--- src/rtl/trc_pkg.sv ---
package trc_pkg;
  localparam int MODE_W  = 3;
  localparam int STATE_W = 3;
  localparam int CTRL_W  = 12;

  typedef enum logic [STATE_W-1:0] {
    ST_IDLE   = 3'd0,
    ST_BUSY   = 3'd1,
    ST_NORMAL = 3'd2,
    ST_WAIT   = 3'd3,
    ST_ERROR  = 3'd4,
    ST_RETRY  = 3'd5,
    ST_SPLIT  = 3'd6
  } bus_state_e;

  function automatic logic mode_ok(input logic [MODE_W-1:0] m);
    return (m >= 3'd1) && (m <= 3'd5);
  endfunction
endpackage

--- src/rtl/trc_state_encode.sv ---
module trc_state_encode
  import trc_pkg::*;
(
  input  logic [1:0]         trans,
  input  logic               ready,
  input  logic [1:0]         resp,
  output logic [STATE_W-1:0] state
);
  bus_state_e st;

  always_comb begin
    if (resp == 2'd1)      st = ST_ERROR;
    else if (resp == 2'd2) st = ST_RETRY;
    else if (resp == 2'd3) st = ST_SPLIT;
    else if (!ready)       st = ST_WAIT;
    else if (trans == 2'd0) st = ST_IDLE;
    else if (trans == 2'd1) st = ST_BUSY;
    else                   st = ST_NORMAL;
    state = st;
  end

  // a non-OKAY response always outranks the wait and transfer codes
  always_comb begin
    if (resp != 2'd0) assert_resp_first_R9: assert (state >= 3'd4);
  end
endmodule

--- src/rtl/trc_field_track.sv ---
module trc_field_track #(
  parameter int W = 8
) (
  input  logic         clk,
  input  logic         rst_n,
  input  logic         hold_en,
  input  logic [W-1:0] cur,
  output logic         changed
);
  logic [W-1:0] prev_q, prev_d;

  always_comb begin
    prev_d = hold_en ? cur : '0;
  end

  always_ff @(posedge clk or negedge rst_n) begin
    if (!rst_n) prev_q <= '0;
    else        prev_q <= prev_d;
  end

  assign changed = (cur != prev_q);
endmodule

--- src/rtl/trc_record_former.sv ---
module trc_record_former
  import trc_pkg::*;
#(
  parameter int ADDR_W = 32,
  parameter int DATA_W = 32
) (
  input  logic               clk,
  input  logic               rst_n,
  input  logic               trace_en,
  input  logic [MODE_W-1:0]  mode_sel,
  input  logic [ADDR_W-1:0]  cur_addr,
  input  logic [DATA_W-1:0]  cur_data,
  input  logic [CTRL_W-1:0]  cur_ctrl,
  input  logic [STATE_W-1:0] cur_state,
  input  logic               chg_addr,
  input  logic               chg_data,
  input  logic               chg_ctrl,
  input  logic               chg_state,
  output logic               hold_en,
  output logic               rec_valid,
  output logic [MODE_W-1:0]  rec_mode,
  output logic               rec_addr_vld,
  output logic [ADDR_W-1:0]  rec_addr,
  output logic               rec_data_vld,
  output logic [DATA_W-1:0]  rec_data,
  output logic               rec_ctrl_vld,
  output logic [CTRL_W-1:0]  rec_ctrl,
  output logic               rec_state_vld,
  output logic [STATE_W-1:0] rec_state
);
  logic              active, force_full, cyc_lvl, sel_ctrl, sel_state;
  logic              synced_q, synced_d;
  logic [MODE_W-1:0] last_mode_q, last_mode_d;
  logic              pa, pd, pc, ps;
  logic              valid_q, valid_d, av_q, dv_q, cv_q, sv_q;
  logic [MODE_W-1:0]  mode_q, mode_d;
  logic [ADDR_W-1:0]  addr_q, addr_d;
  logic [DATA_W-1:0]  data_q, data_d;
  logic [CTRL_W-1:0]  ctrl_q, ctrl_d;
  logic [STATE_W-1:0] state_q, state_d;

  always_comb begin
    active      = trace_en && mode_ok(mode_sel);
    force_full  = !synced_q || (mode_sel != last_mode_q);
    cyc_lvl     = (mode_sel == 3'd1) || (mode_sel == 3'd3);
    sel_ctrl    = (mode_sel == 3'd1) || (mode_sel == 3'd2);
    sel_state   = (mode_sel == 3'd3) || (mode_sel == 3'd4);
    pa = active && (force_full || cyc_lvl || chg_addr);
    pd = active && (force_full || cyc_lvl || chg_data);
    pc = active && sel_ctrl  && (force_full || cyc_lvl || chg_ctrl);
    ps = active && sel_state && (force_full || cyc_lvl || chg_state);
    valid_d     = pa || pd || pc || ps;
    mode_d      = valid_d ? mode_sel : '0;
    addr_d      = pa ? cur_addr  : '0;
    data_d      = pd ? cur_data  : '0;
    ctrl_d      = pc ? cur_ctrl  : '0;
    state_d     = ps ? cur_state : '0;
    synced_d    = active;
    last_mode_d = active ? mode_sel : '0;
    hold_en     = active;
  end

  always_ff @(posedge clk or negedge rst_n) begin
    if (!rst_n) begin
      synced_q    <= 1'b0;
      last_mode_q <= '0;
      valid_q     <= 1'b0;
      av_q        <= 1'b0;
      dv_q        <= 1'b0;
      cv_q        <= 1'b0;
      sv_q        <= 1'b0;
      mode_q      <= '0;
      addr_q      <= '0;
      data_q      <= '0;
      ctrl_q      <= '0;
      state_q     <= '0;
    end else begin
      synced_q    <= synced_d;
      last_mode_q <= last_mode_d;
      valid_q     <= valid_d;
      av_q        <= pa;
      dv_q        <= pd;
      cv_q        <= pc;
      sv_q        <= ps;
      mode_q      <= mode_d;
      addr_q      <= addr_d;
      data_q      <= data_d;
      ctrl_q      <= ctrl_d;
      state_q     <= state_d;
    end
  end

  assign rec_valid     = valid_q;
  assign rec_mode      = mode_q;
  assign rec_addr_vld  = av_q;
  assign rec_addr      = addr_q;
  assign rec_data_vld  = dv_q;
  assign rec_data      = data_q;
  assign rec_ctrl_vld  = cv_q;
  assign rec_ctrl      = ctrl_q;
  assign rec_state_vld = sv_q;
  assign rec_state     = state_q;

  // an untraced cycle yields no record
  assert_quiet_when_off_R2: assert property (@(posedge clk) disable iff (!rst_n)
    !(trace_en && mode_ok(mode_sel)) |=> !rec_valid);

  // cycle-level modes never skip a cycle
  assert_cycle_every_clock_R4: assert property (@(posedge clk) disable iff (!rst_n)
    (trace_en && (mode_sel == 3'd1 || mode_sel == 3'd3)) |=> rec_valid);

  // records carry a legal mode tag
  assert_tag_legal_R3: assert property (@(posedge clk) disable iff (!rst_n)
    rec_valid |-> (rec_mode >= 3'd1 && rec_mode <= 3'd5));

  // control and state fields are never present together
  assert_ctrl_state_excl_R12: assert property (@(posedge clk) disable iff (!rst_n)
    !(rec_ctrl_vld && rec_state_vld));

  // first traced cycle of a mode gives a full record
  assert_full_on_switch_R10: assert property (@(posedge clk) disable iff (!rst_n)
    (trace_en && mode_ok(mode_sel) && (!synced_q || mode_sel != last_mode_q))
      |=> (rec_valid && rec_addr_vld && rec_data_vld));

  // a steady address and data in mode 5 produce nothing
  assert_mode5_quiet_R8: assert property (@(posedge clk) disable iff (!rst_n)
    (trace_en && mode_sel == 3'd5 && synced_q && last_mode_q == 3'd5 && !chg_addr && !chg_data)
      |=> !rec_valid);
endmodule

--- src/rtl/bus_trace_abstractor.sv ---
module bus_trace_abstractor
  import trc_pkg::*;
#(
  parameter int ADDR_W = 32,
  parameter int DATA_W = 32
) (
  input  logic               clk,
  input  logic               rst_n,
  input  logic               trace_en,
  input  logic [2:0]         mode_sel,
  input  logic [ADDR_W-1:0]  bus_addr,
  input  logic [DATA_W-1:0]  bus_data,
  input  logic [1:0]         bus_trans,
  input  logic               bus_write,
  input  logic [2:0]         bus_size,
  input  logic [2:0]         bus_burst,
  input  logic               bus_ready,
  input  logic [1:0]         bus_resp,
  output logic               rec_valid,
  output logic [2:0]         rec_mode,
  output logic               rec_addr_vld,
  output logic [ADDR_W-1:0]  rec_addr,
  output logic               rec_data_vld,
  output logic [DATA_W-1:0]  rec_data,
  output logic               rec_ctrl_vld,
  output logic [11:0]        rec_ctrl,
  output logic               rec_state_vld,
  output logic [2:0]         rec_state
);
  logic [CTRL_W-1:0]  cur_ctrl;
  logic [STATE_W-1:0] cur_state;
  logic               hold_en, chg_addr, chg_data, chg_ctrl, chg_state;

  assign cur_ctrl = {bus_write, bus_size, bus_burst, bus_trans, bus_ready, bus_resp};

  trc_state_encode i_enc (
    .trans (bus_trans),
    .ready (bus_ready),
    .resp  (bus_resp),
    .state (cur_state)
  );

  trc_field_track #(.W(ADDR_W)) i_trk_addr (
    .clk(clk), .rst_n(rst_n), .hold_en(hold_en), .cur(bus_addr), .changed(chg_addr));
  trc_field_track #(.W(DATA_W)) i_trk_data (
    .clk(clk), .rst_n(rst_n), .hold_en(hold_en), .cur(bus_data), .changed(chg_data));
  trc_field_track #(.W(CTRL_W)) i_trk_ctrl (
    .clk(clk), .rst_n(rst_n), .hold_en(hold_en), .cur(cur_ctrl), .changed(chg_ctrl));
  trc_field_track #(.W(STATE_W)) i_trk_state (
    .clk(clk), .rst_n(rst_n), .hold_en(hold_en), .cur(cur_state), .changed(chg_state));

  trc_record_former #(.ADDR_W(ADDR_W), .DATA_W(DATA_W)) i_form (
    .clk           (clk),
    .rst_n         (rst_n),
    .trace_en      (trace_en),
    .mode_sel      (mode_sel),
    .cur_addr      (bus_addr),
    .cur_data      (bus_data),
    .cur_ctrl      (cur_ctrl),
    .cur_state     (cur_state),
    .chg_addr      (chg_addr),
    .chg_data      (chg_data),
    .chg_ctrl      (chg_ctrl),
    .chg_state     (chg_state),
    .hold_en       (hold_en),
    .rec_valid     (rec_valid),
    .rec_mode      (rec_mode),
    .rec_addr_vld  (rec_addr_vld),
    .rec_addr      (rec_addr),
    .rec_data_vld  (rec_data_vld),
    .rec_data      (rec_data),
    .rec_ctrl_vld  (rec_ctrl_vld),
    .rec_ctrl      (rec_ctrl),
    .rec_state_vld (rec_state_vld),
    .rec_state     (rec_state)
  );
endmodule

--- config.mk ---
export PLATFORM = sky130hd
export DESIGN_NAME = bus_trace_abstractor
export DESIGN_NICKNAME = d
export VERILOG_FILES = /design/src/rtl/trc_pkg.sv /design/src/rtl/trc_state_encode.sv /design/src/rtl/trc_field_track.sv /design/src/rtl/trc_record_former.sv /design/src/rtl/bus_trace_abstractor.sv
export SDC_FILE = /design/constraint.sdc
export NUM_CORES = 1
export LEC_CHECK = 0
export BUFFER_PORTS_ARGS = -buffer_cell sky130_fd_sc_hd__clkbuf_2
export CAP_MARGIN = 0
export CORE_MARGIN = 3
export CORE_UTILIZATION = 56
export DETAILED_ROUTE_END_ITERATION = 8
export GPL_ROUTABILITY_DRIVEN = 0
export PLACE_DENSITY = 0.87
export SLEW_MARGIN = 20
export SYNTH_ARGS = -nofsm -noshare
export SYNTH_HDL_FRONTEND = slang
export SYNTH_HIERARCHICAL = 1
export SYNTH_SLANG_ARGS = --single-unit
--- constraint.sdc ---
create_clock -name clk -period 2.85 [get_ports clk]
set_input_delay 0 -clock clk [delete_from_list [all_inputs] [get_ports clk]]
set_output_delay 0 -clock clk [all_outputs]
set_load 0.01 [all_outputs]
==> results.md <==
* outcome: completed
* TritonCTS clock tree: done
* Min Clock Period, post-route: 2.19 ns
* Util after Layout: 0.802
* final setup vio count: 0
* count of standard-cell rows: 38
* relative slew slack: 0.429
* Hold Violations, Final: 0
* synthesis warning total: 6
* required time at the worst-slack endpoint: 3.13 ns
* Skew-Pair Late Insertion Delay: 0.42 ns
* post-synth design cell area: 0.00641 mm2
* aggregate routed wire length: 15.1 mm
* cell chosen for the clock root: sky130_fd_sc_hd__clkbuf_16
* Mapped Cells: 479
* portion of the post-synthesis area used by sequential elements: 0.663
* hold-fix buffers at CTS: 81
* ratio of total power to cell area: 622 mW/mm2
* peak fanout along the critical path: 17
* number of vias after detailed routing: 4389
* unrepaired setup endpoints after global routing: false
* gr ovfl total: 0
* via count of the first global-routing pass: 4933
* ANT nets after route: 0
* highest-delay cell along the critical path: sky130_fd_sc_hd__or4_1
* Total Nets Final: 819
* DRC violation count after routing: 0
* clock buffer depth: 2
* R2R depth: 6
* Non-Filler Instances: 890
* CTS Buf Count: 17
* Slew Viols, Final: 0
* Post CTS Setup Buffer Count: 0
* number of input and output port buffers inserted: 168
* number of DRC markers after the initial detailed-route iteration: 246
* antenna violations before repair: 0
* worst min-delay path category: in2async
* Crit Path Category: reg2reg
* final critical-path share of the clock period: 0.767
* number of gates resized after cts: 0
* synthesized area divided by synthesized cell count: 13.4 um2
* worst setup slack after layout: 0.664 ns
* wire length per cell after detailed routing: 16.9 um
* highest achievable clock rate: 458 MHz
* post-placement cell count: 777
* Synth Register Bits: 170
* Chip Width: 113 um
* area grow syn2layout: 37.9%
* number of iterations in the first detailed-routing pass: 4
* worst supply voltage drop on vdd: 0.000493 V
* MaxCap Viol Count: 0
* clock slew at the register clock pins of the worst setup and hold paths: 0.06 ns
* Clock Sink Count: 170
* vias per inst: 4.93
* number of distinct library cells after synthesis: 30
* Sum Neg Setup Slack: 0 ns
* Core Region: 0.0110 mm2
* global-route wire length before repair: 24.9 mm
* total routing usage reported by global routing: 0.253
* Worst Path Arrival: 2.47 ns
* starting utilization of the core area: 0.582
* worst-margin pin slew: 0.856 ns
* leakage power of the design: 4.38 nW
* highest cell delay on the worst timing path: 0.54 ns
* worst setup slack after placement: 0.750 ns
* Worst setup SP type: register
* Chip Height: 113 um
* H-tree level count: 4
* share of layout cells above drive strength 1: 0.285
* Total Power: 5.50 mW
* worst clock skew on the final layout: 0.00684 ns
* ports placed on the boundary: 169
* count of inserted antenna diode cells: 0
* maximum number of pins on one net before global-route repair: 94
* net count after synthesis: 561
* sequence of cells on the critical path: xnor2_1, nand4_1, nor4_1, nand2_1, o21a_1, or4_1
* Detailed Place HPWL: 9.11 mm
* Die Area: 0.0128 mm2
* Critical Path Sink Type: register
-- flip-flops by register name, indices dropped and copies added (netlist names) --
name	cells
i_trk_state/prev_q	3
i_form/rec_valid	1
i_form/rec_state	3
i_form/last_mode_q	3
i_trk_ctrl/prev_q	12
i_form/rec_data	32
i_form/rec_ctrl	12
i_form/rec_ctrl_vld	1
i_trk_data/prev_q	32
i_form/rec_addr	32
i_form/rec_mode	3
i_trk_addr/prev_q	32
i_form/rec_state_vld	1
i_form/rec_data_vld	1
i_form/synced_q	1
i_form/rec_addr_vld	1
-- area by class of cell --
class | count | area [um2]
multi-input combinational | 290 | 2080
sequential | 170 | 4250
inverter | 3 | 11.3
fill | 608 | 2190
clock buffer | 24 | 502
clock inverter | 8 | 90.1
timing repair buffer | 255 | 1730
tap | 140 | 175
-- power breakdown --
group / total, mW / switching [mW] / internal [mW]
logic: 0.630 / 0.318 / 0.312
registers: 2.59 / 0.0491 / 2.54
clock network: 2.28 / 0.884 / 1.40
-- cells by family after synthesis --
family | after synthesis | share of synthesized area
buffers and inverters | 19 | 0.0138
AOI/OAI and AO/OA | 11 | 0.0187
and+or+nand+nor | 197 | 0.192
xor gates and xnor gates | 82 | 0.112
DFF | 170 | 0.663
-- worst paths after layout --
path	from	endpoint	slack, ns
min reg2reg	i_trk_state/prev_q[1]	i_form/rec_state_vld	0.77
max reg2reg	i_trk_data/prev_q[8]	i_form/rec_valid	0.66
max	i_trk_data/prev_q[8]	i_form/rec_valid	0.66
max in group asynchronous	rst_n	i_form/rec_data[4]	1.79
min in group clk	bus_addr[7]	i_form/rec_addr[7]	0.37
min	rst_n	i_form/rec_data[22]	0.22
-- critical path: cells and delay by family (launching register included) --
family / cells / cell delay, ns
AO/OA/AOI/OAI: 1 / 0.39
XOR/XNOR: 1 / 0.21
flip-flops: 1 / 0.39
AND/OR/NAND/NOR: 4 / 1.07
-- layout by cell type, fill, tap and decap left out, types with 3 or more instances in the layout --
master / count
sky130_fd_sc_hd__dfrtp_1: 170
sky130_fd_sc_hd__clkbuf_2: 167
sky130_fd_sc_hd__and2_1: 158
sky130_fd_sc_hd__dlygate4sd3_1: 81
sky130_fd_sc_hd__xnor2_1: 69
sky130_fd_sc_hd__clkbuf_16: 17
sky130_fd_sc_hd__nand4_1: 16
sky130_fd_sc_hd__xor2_1: 13
sky130_fd_sc_hd__nor4_1: 7
sky130_fd_sc_hd__clkinv_2: 6
sky130_fd_sc_hd__clkbuf_8: 5
sky130_fd_sc_hd__buf_4: 4
sky130_fd_sc_hd__nand2_1: 3
sky130_fd_sc_hd__inv_1: 3
-- synth_stat cells (all sizes together) --
cell type,number,share of area
nand4,16,0.016
a211oi,1,0.0012
o221a,1,0.0031
and3b,1,0.0014
buf,4,0.0051
or4,1,0.0012
and2,160,0.16
inv,3,0.0018
nand2,3,0.0018
xor2,13,0.018
nand3,2,0.0016
a31oi,1,0.00098
xnor2,69,0.094
nand2b,1,0.00098
clkbuf,12,0.0070
dfrtp,170,0.66
o2111ai,1,0.0023
o21ai,1,0.0014
o2111a,1,0.0020
nor2b,1,0.00098
o41a,3,0.0055
o21a,2,0.0023
or2,1,0.0014
nor3,3,0.0031
or2b,1,0.0012
nor4,7,0.0068
-- stage by stage --
stage	hold slack [ns]	area [um2]
6_report	0.220	8840
4_1_cts	0.256	8840
5_1_grt	0.295	8840
3_5_place_dp	0.140	7440
2_1_floorplan	-0.296	6410
3_3_place_gp	0.114	7440
-- layer usage --
metal | GRT usage | share of wire | vias up
li1 | - | - | 2040
met1 | 0.307 | 0.40 | 2201
met3 | 0.0578 | 0.043 | 24
met2 | 0.442 | 0.54 | 124
met4 | 0.0938 | 0.022 | 0
met5 | 0 | 0 | -
Note: power is estimated with default switching activity, not from simulation.
